==> src/rtl/qr_valley_pkg.sv <==
package qr_valley_pkg;
  typedef enum logic [1:0] {
    SRC_NONE    = 2'd0,
    SRC_VALLEY  = 2'd1,
    SRC_STARTER = 2'd2
  } turnon_src_e;
endpackage

==> src/rtl/qr_zc_edge.sv <==
module qr_zc_edge #(
  parameter int STAGES = 2
) (
  input  logic clk,
  input  logic rst,
  input  logic zc_raw,
  output logic fall_pulse
);
  // chain_q[STAGES-1] is the last synchronizer flop, chain_q[STAGES] its delayed copy
  logic [STAGES:0] chain_q;

  genvar g;
  generate
    for (g = 0; g <= STAGES; g++) begin : g_stage
      if (g == 0) begin : g_first
        always_ff @(posedge clk) begin
          if (rst) chain_q[0] <= 1'b1;
          else     chain_q[0] <= zc_raw;
        end
      end else begin : g_next
        always_ff @(posedge clk) begin
          if (rst) chain_q[g] <= 1'b1;
          else     chain_q[g] <= chain_q[g-1];
        end
      end
    end
  endgenerate

  assign fall_pulse = chain_q[STAGES] & ~chain_q[STAGES-1];


  single_fall_chk: assert property (@(posedge clk) disable iff (rst)
    fall_pulse |=> !fall_pulse);
endmodule

==> src/rtl/qr_valley_arm.sv <==
module qr_valley_arm #(
  parameter int BLANK      = 300,
  parameter int VALLEY_DLY = 10
) (
  input  logic clk,
  input  logic rst,
  input  logic fall_pulse,
  input  logic gate_on,
  input  logic turn_on,
  output logic blank_done,
  output logic pending,
  output logic valley_fire
);
  localparam int BW = $clog2(BLANK + 1);
  localparam int DW = $clog2(VALLEY_DLY + 1);
  localparam logic [BW-1:0] BLANK_END = BW'(BLANK);
  localparam logic [DW-1:0] DLY_END   = DW'(VALLEY_DLY - 1);

  logic [BW-1:0] blank_cnt_q;
  logic [DW-1:0] dly_cnt_q;
  logic          pending_q;

  // blanking window counted only from an actual turn-on
  always_ff @(posedge clk) begin
    if (rst)                       blank_cnt_q <= BLANK_END;
    else if (turn_on)              blank_cnt_q <= '0;
    else if (blank_cnt_q != BLANK_END) blank_cnt_q <= blank_cnt_q + 1'b1;
  end

  assign blank_done = (blank_cnt_q == BLANK_END);

  always_ff @(posedge clk) begin
    if (rst) begin
      pending_q <= 1'b0;
      dly_cnt_q <= '0;
    end else if (turn_on) begin
      pending_q <= 1'b0;
      dly_cnt_q <= '0;
    end else if (!pending_q && fall_pulse && blank_done && !gate_on) begin
      pending_q <= 1'b1;
      dly_cnt_q <= '0;
    end else if (pending_q) begin
      dly_cnt_q <= dly_cnt_q + 1'b1;
    end
  end

  assign pending     = pending_q;
  assign valley_fire = pending_q && (dly_cnt_q == DLY_END);


  armed_after_blank_chk: assert property (@(posedge clk) disable iff (rst)
    pending_q |-> blank_done);


  dly_in_range_chk: assert property (@(posedge clk) disable iff (rst)
    pending_q |-> (dly_cnt_q <= DLY_END));
endmodule

==> src/rtl/qr_restart_timer.sv <==
module qr_restart_timer #(
  parameter int START_FAST = 6250,
  parameter int START_SLOW = 25000
) (
  input  logic clk,
  input  logic rst,
  input  logic burst_low,
  input  logic turn_on,
  input  logic hold,
  output logic start_fire
);
  localparam int SW = $clog2(START_SLOW + 1);
  localparam logic [SW-1:0] FAST_END = SW'(START_FAST - 1);
  localparam logic [SW-1:0] SLOW_END = SW'(START_SLOW - 1);

  logic          burst_q;
  logic [SW-1:0] st_cnt_q;
  logic [SW-1:0] limit;

  always_ff @(posedge clk) begin
    if (rst) burst_q <= 1'b0;
    else     burst_q <= burst_low;
  end

  always_ff @(posedge clk) begin
    if (rst)                       st_cnt_q <= '0;
    else if (turn_on)              st_cnt_q <= '0;
    else if (st_cnt_q != SLOW_END) st_cnt_q <= st_cnt_q + 1'b1;
  end

  assign limit      = burst_q ? SLOW_END : FAST_END;
  assign start_fire = !hold && (st_cnt_q >= limit);


  restart_clear_chk: assert property (@(posedge clk) disable iff (rst)
    turn_on |=> (st_cnt_q == '0));
endmodule

==> src/rtl/qr_valley_ctrl.sv <==
module qr_valley_ctrl
  import qr_valley_pkg::*;
#(
  parameter int BLANK      = 300,
  parameter int VALLEY_DLY = 10,
  parameter int MAX_ON     = 250,
  parameter int START_FAST = 6250,
  parameter int START_SLOW = 25000,
  parameter int SYNC_STAGES = 2
) (
  input  logic clk,
  input  logic rst,
  input  logic zc_in,
  input  logic burst_low,
  input  logic ton_end,
  output logic gate_out
);
  localparam int OW = $clog2(MAX_ON + 1);
  localparam logic [OW-1:0] ON_END = OW'(MAX_ON - 1);

  logic          fall_pulse;
  logic          blank_done;
  logic          pending;
  logic          valley_fire;
  logic          start_fire;
  logic          turn_on;
  logic          gate_q;
  logic [OW-1:0] on_cnt_q;
  turnon_src_e   src;

  qr_zc_edge #(.STAGES(SYNC_STAGES)) u_edge (
    .clk        (clk),
    .rst        (rst),
    .zc_raw     (zc_in),
    .fall_pulse (fall_pulse)
  );

  qr_valley_arm #(.BLANK(BLANK), .VALLEY_DLY(VALLEY_DLY)) u_arm (
    .clk         (clk),
    .rst         (rst),
    .fall_pulse  (fall_pulse),
    .gate_on     (gate_q),
    .turn_on     (turn_on),
    .blank_done  (blank_done),
    .pending     (pending),
    .valley_fire (valley_fire)
  );

  qr_restart_timer #(.START_FAST(START_FAST), .START_SLOW(START_SLOW)) u_start (
    .clk        (clk),
    .rst        (rst),
    .burst_low  (burst_low),
    .turn_on    (turn_on),
    .hold       (gate_q | pending),
    .start_fire (start_fire)
  );

  always_comb begin
    if (valley_fire)     src = SRC_VALLEY;
    else if (start_fire) src = SRC_STARTER;
    else                 src = SRC_NONE;
  end

  assign turn_on = !gate_q && (src != SRC_NONE);

  always_ff @(posedge clk) begin
    if (rst) begin
      gate_q   <= 1'b0;
      on_cnt_q <= '0;
    end else if (turn_on) begin
      gate_q   <= 1'b1;
      on_cnt_q <= '0;
    end else if (gate_q && (ton_end || on_cnt_q == ON_END)) begin
      gate_q   <= 1'b0;
    end else if (gate_q) begin
      on_cnt_q <= on_cnt_q + 1'b1;
    end
  end

  assign gate_out = gate_q;


  reset_low_chk: assert property (@(posedge clk) rst |=> !gate_out);


  rise_after_blank_chk: assert property (@(posedge clk) disable iff (rst)
    $rose(gate_out) |-> $past(blank_done));


  delay_gate_low_chk: assert property (@(posedge clk) disable iff (rst)
    pending |-> !gate_out);


  term_stop_chk: assert property (@(posedge clk) disable iff (rst)
    (gate_out && ton_end) |=> !gate_out);


  on_bound_chk: assert property (@(posedge clk) disable iff (rst)
    gate_out |-> (on_cnt_q <= ON_END));
endmodule

==> config.mk <==
export PLATFORM = sky130hd
export DESIGN_NAME = qr_valley_ctrl
export DESIGN_NICKNAME = d
export VERILOG_FILES = /design/src/rtl/qr_valley_pkg.sv /design/src/rtl/qr_zc_edge.sv /design/src/rtl/qr_valley_arm.sv /design/src/rtl/qr_restart_timer.sv /design/src/rtl/qr_valley_ctrl.sv
export SDC_FILE = /design/constraint.sdc
export NUM_CORES = 1
export LEC_CHECK = 0
export BUFFER_PORTS_ARGS = -buffer_cell sky130_fd_sc_hd__buf_2
export CAP_MARGIN = 20
export CELL_PAD_IN_SITES_DETAIL_PLACEMENT = 1
export CELL_PAD_IN_SITES_GLOBAL_PLACEMENT = 1
export CORE_ASPECT_RATIO = 1.2
export CORE_MARGIN = 2
export CORE_UTILIZATION = 45
export CTS_BUF_LIST = sky130_fd_sc_hd__clkbuf_4 sky130_fd_sc_hd__clkbuf_8
export CTS_CLUSTER_SIZE = 10
export DETAILED_ROUTE_END_ITERATION = 10
export GPL_ROUTABILITY_DRIVEN = 0
export HOLD_SLACK_MARGIN = 0.06
export PLACE_DENSITY_LB_ADDON = 0.1
export SLEW_MARGIN = 40
export SYNTH_ARGS = -nofsm -noshare
export SYNTH_HDL_FRONTEND = slang
export SYNTH_SLANG_ARGS = --single-unit
==> constraint.sdc <==
create_clock -name clk -period 2.2 [get_ports clk]
set_clock_uncertainty 0.2 [all_clocks]
set_input_delay 0.44 -clock clk [delete_from_list [all_inputs] [get_ports clk]]
set_output_delay 0.44 -clock clk [all_outputs]
set_load 0.01 [all_outputs]
==> impl_metrics.prom <==
# TYPE chip_impl_metric gauge
chip_impl_info{name="outcome",value="finished, final reports clean"} 1
chip_impl_metric{name="worst_ir_drop_vdd",unit="V"} 0.0006158
chip_impl_metric{name="die-width",unit="µm"} 67.81
chip_impl_metric{name="die_height",unit="µm"} 80.57
chip_impl_metric{name="max_slew.worst_pin.slew",unit="ns"} 0.4284
chip_impl_metric{name="crit_path_max_fanout",unit=""} 15
chip_impl_metric{name="post_synth_inst_count",unit=""} 238
chip_impl_metric{name="antenna_left",unit=""} 0
chip_impl_metric{name="finalWirelength",unit="µm"} 4943
chip_impl_metric{name="holdPathStages",unit=""} 2
chip_impl_metric{name="route.detailed.vias_per_inst",unit=""} 5.402
chip_impl_metric{name="maximum_clock_rate",unit="GHz"} 0.4703
chip_impl_metric{name="yosysWarningCount",unit=""} 0
chip_impl_metric{name="clock_tree.htree_level_count",unit=""} 2
chip_impl_metric{name="layout-area-overhead-vs-synth",unit="%"} 17.81
chip_impl_metric{name="ys_seq_area_share",unit="%"} 38.25
chip_impl_metric{name="cts_buffers",unit=""} 5
chip_impl_metric{name="fin_cells",unit=""} 321
chip_impl_metric{name="finish.net_count",unit=""} 284
chip_impl_metric{name="track_usage",unit="%"} 20.60
chip_impl_metric{name="post-cts-setup-buffer-count",unit=""} 0
chip_impl_metric{name="grt_overflow_total",unit=""} 0
chip_impl_metric{name="clk_pin_slew_worst_paths",unit="ns"} 0.08
chip_impl_metric{name="placed_cells",unit=""} 313
chip_impl_info{name="postSynth.topFlopCell",value="sky130_fd_sc_hd__dfxtp_1"} 1
chip_impl_info{name="path_cells",value="inv_4 > ha_4 > a2111o_1 > a2111oi_4 > nor2_4 > buf_12 > nor3_2"} 1
chip_impl_metric{name="starting_density_of_the_core",unit="%"} 47.16
chip_impl_metric{name="insertedDiodeCount",unit=""} 0
chip_impl_info{name="path_class",value="flip-flop to flip-flop"} 1
chip_impl_metric{name="hold_viol_final",unit=""} 0
chip_impl_info{name="ctsRootBufferMaster",value="sky130_fd_sc_hd__clkbuf_8"} 1
chip_impl_metric{name="synth_cell_types",unit=""} 45
chip_impl_metric{name="dieArea",unit="µm²"} 5463
chip_impl_metric{name="layout.filler_cells",unit=""} 568
chip_impl_metric{name="max_slew_margin",unit="%"} 71.03
chip_impl_metric{name="via_count",unit=""} 1734
chip_impl_metric{name="cts-root-to-sink-buffers",unit=""} 2
chip_impl_metric{name="first_pass_grt_wire_length",unit="µm"} 8376
chip_impl_metric{name="drv.max_cap_violation_count",unit=""} 0
chip_impl_metric{name="rows",unit=""} 27
chip_impl_metric{name="place_hpwl",unit="µm"} 3600
chip_impl_metric{name="synth_edf_count",unit=""} 0
chip_impl_info{name="grt_setup_unrepaired",value="true"} 1
chip_impl_metric{name="setup_viol_count_final",unit=""} 0
chip_impl_metric{name="worst_case_reg_to_reg_path_depth",unit=""} 7
chip_impl_info{name="hold_path_class",value="input port to flip-flop"} 1
chip_impl_metric{name="core",unit="µm²"} 4662
chip_impl_metric{name="synth-async-reset-ratio",unit="%"} 0
chip_impl_metric{name="net_count_after_synthesis",unit=""} 260
chip_impl_metric{name="power.leakage",unit="nW"} 1.037
chip_impl_metric{name="final_min_period_over_clock_period",unit="%"} 96.64
chip_impl_metric{name="avgSynthCellArea",unit="µm²"} 9.237
chip_impl_metric{name="arrival_time_of_the_worst_setup_path",unit="ns"} 2.16
chip_impl_metric{name="firstDrtPassIters",unit=""} 4
chip_impl_metric{name="syn_area",unit="µm²"} 2198
chip_impl_metric{name="finalMaxSlewViolations",unit=""} 0
chip_impl_metric{name="grt_pass1_vias",unit=""} 1787
chip_impl_metric{name="post_drt_wl_per_cell",unit="µm"} 15.40
chip_impl_metric{name="power_density",unit="nW/µm²"} 1044
chip_impl_metric{name="cpPeakStageDelay",unit="ns"} 0.46
chip_impl_info{name="endpoint_kind",value="flip-flop"} 1
chip_impl_metric{name="antenna_found_initial",unit=""} 0
chip_impl_metric{name="num_io_pins",unit=""} 6
chip_impl_metric{name="worstSkewPairLatency",unit="ns"} 0.29
chip_impl_metric{name="setup_tns_final",unit="ns"} 0
chip_impl_info{name="final_cell_mix",value="sky130_fd_sc_hd__dfxtp_1, sky130_fd_sc_hd__nor2_1, sky130_fd_sc_hd__nand4_1, sky130_fd_sc_hd__xnor2_1, sky130_fd_sc_hd__ha_1"} 1
chip_impl_metric{name="maximum_number_of_pins_on_one_net_before_global_route_repair",unit=""} 16
chip_impl_metric{name="cts.sink_count",unit=""} 42
chip_impl_metric{name="place.port_buffers",unit=""} 5
chip_impl_metric{name="drt_drc_violations_left",unit=""} 0
chip_impl_info{name="crit_path_start_kind",value="flip-flop"} 1
chip_impl_info{name="most_common_cell_after_layout_fill_and_taps_aside",value="sky130_fd_sc_hd__dfxtp_1"} 1
chip_impl_info{name="clock_tree_from_tritoncts",value="done"} 1
chip_impl_metric{name="period_needed",unit="ns"} 2.126
chip_impl_metric{name="drtIter0Drc",unit=""} 50
chip_impl_metric{name="drive_gt1_share",unit="%"} 20.91
chip_impl_metric{name="cp_data_required_time",unit="ns"} 2.23
chip_impl_metric{name="synth.ff_latch_count",unit=""} 42
chip_impl_info{name="critical-path-slowest-cell",value="sky130_fd_sc_hd__a2111o_1"} 1
[metal layers]
layer,GRT usage [%],routed length (µm),vias up
li1,-,-,884
met1,24.68,2229,823
met4,9.000,128,0
met3,4.622,95,11
met2,34.61,2490,16
met5,0,0,-
[flip-flops by register name (all words and copies together), names as in the netlist]
name,flops
u_arm.dly_cnt_q,4
u_arm.pending,1
u_edge.chain_q,3
on_cnt_q,8
u_start.burst_q,1
gate_out,1
u_arm.blank_cnt_q,9
u_start.st_cnt_q,15
[final cells by class]
class                      instances  area [µm²]  area share [%]
clock buffer                       8       110.1           4.251
sequential                        42       842.1           32.51
tap                               58       72.57           2.802
timing repair buffer              21       165.2           6.377
multi-input combinational        182        1360           52.51
inverter                          10       40.04           1.546
[through the flow]
step	utilization [%]	hold slack, ns	total power [mW]	instance area (µm²)	worst slack, ns
2_1_floorplan	-	0.1895	1.743	2198	0.02392
5_1_grt	55.56	0.1211	2.912	2590	-0.02647
4_1_cts	54.37	0.1203	2.725	2535	0.02016
6_report	55.56	0.1288	2.705	2590	0.07386
3_3_place_gp	51.26	0.1911	2.032	2390	0.03512
3_5_place_dp	51.26	0.1985	2.063	2390	-0.04002
[final timing paths]
| path | slack (ns) | start | endpoint |
|---|---|---|---|
| setup reg to reg | 0.07 | u_start.burst_q$_SDFF_PP0_ | u_arm.dly_cnt_q[2]$_SDFFE_PP0P_ |
| hold reg to reg | 0.21 | u_edge.chain_q[0]$_SDFF_PP1_ | u_edge.chain_q[1]$_SDFF_PP1_ |
| hold / removal | 0.13 | zc_in | u_edge.chain_q[0]$_SDFF_PP1_ |
| setup / recovery | 0.07 | u_start.burst_q$_SDFF_PP0_ | u_arm.dly_cnt_q[2]$_SDFFE_PP0P_ |
[synthesized netlist by cell type, drive strengths merged (2+ instances only)]
master,n,area [µm²]
a211oi,3,32.53
a21oi,7,35.03
and2,3,20.02
and3,3,18.77
and4bb,2,25.02
buf,4,38.78
dfxtp,42,840.8
ha,17,212.7
inv,10,37.54
mux2i,2,20.02
nand2,13,48.80
nand3,10,55.05
nand3b,2,15.01
nand4,14,87.58
nor2,39,156.4
nor2b,7,43.79
nor3,6,30.03
o211ai,2,20.02
o21a,3,22.52
o311ai,3,33.79
o31ai,2,15.01
or2,5,31.28
xnor2,14,122.6
xor2,13,113.9
[critical path: cells and delay by family (launching register included)]
kind,cells,cell delay (ns)
simple gates,2,0.23
flops,1,0.35
buf+inv,2,0.26
fa+ha+maj,1,0.21
compound gates,2,0.81
[kinds of logic after synthesis]
| logic type | count (synthesis) | synth area share, % |
|---|---|---|
| and+or+nand+nor | 110 | 26.58 |
| DFF | 42 | 38.25 |
| xor gates and xnor gates | 27 | 10.76 |
| AOI/OAI and AO/OA | 26 | 10.36 |
| adders and majority gates | 17 | 9.675 |
| buffers and inverters | 14 | 3.472 |
| muxes | 2 | 0.9107 |
[report_power, final]
part / internal, mW / leakage, nW / switching (mW)
Sequential: 0.907 / 0.342 / 0.165
Clock: 0.317 / 0.0575 / 0.258
Combinational: 0.509 / 0.637 / 0.550
Total: 1.73 / 1.04 / 0.973
[repair_timing]
item / 4_1_cts / 5_1_grt
pin swaps: 3 / 3
gates resized for setup: 5 / 11
hold buffers: 0 / 0
endpoints found under the setup margin: 36 / 35
(Power assumes the default switching activity.)
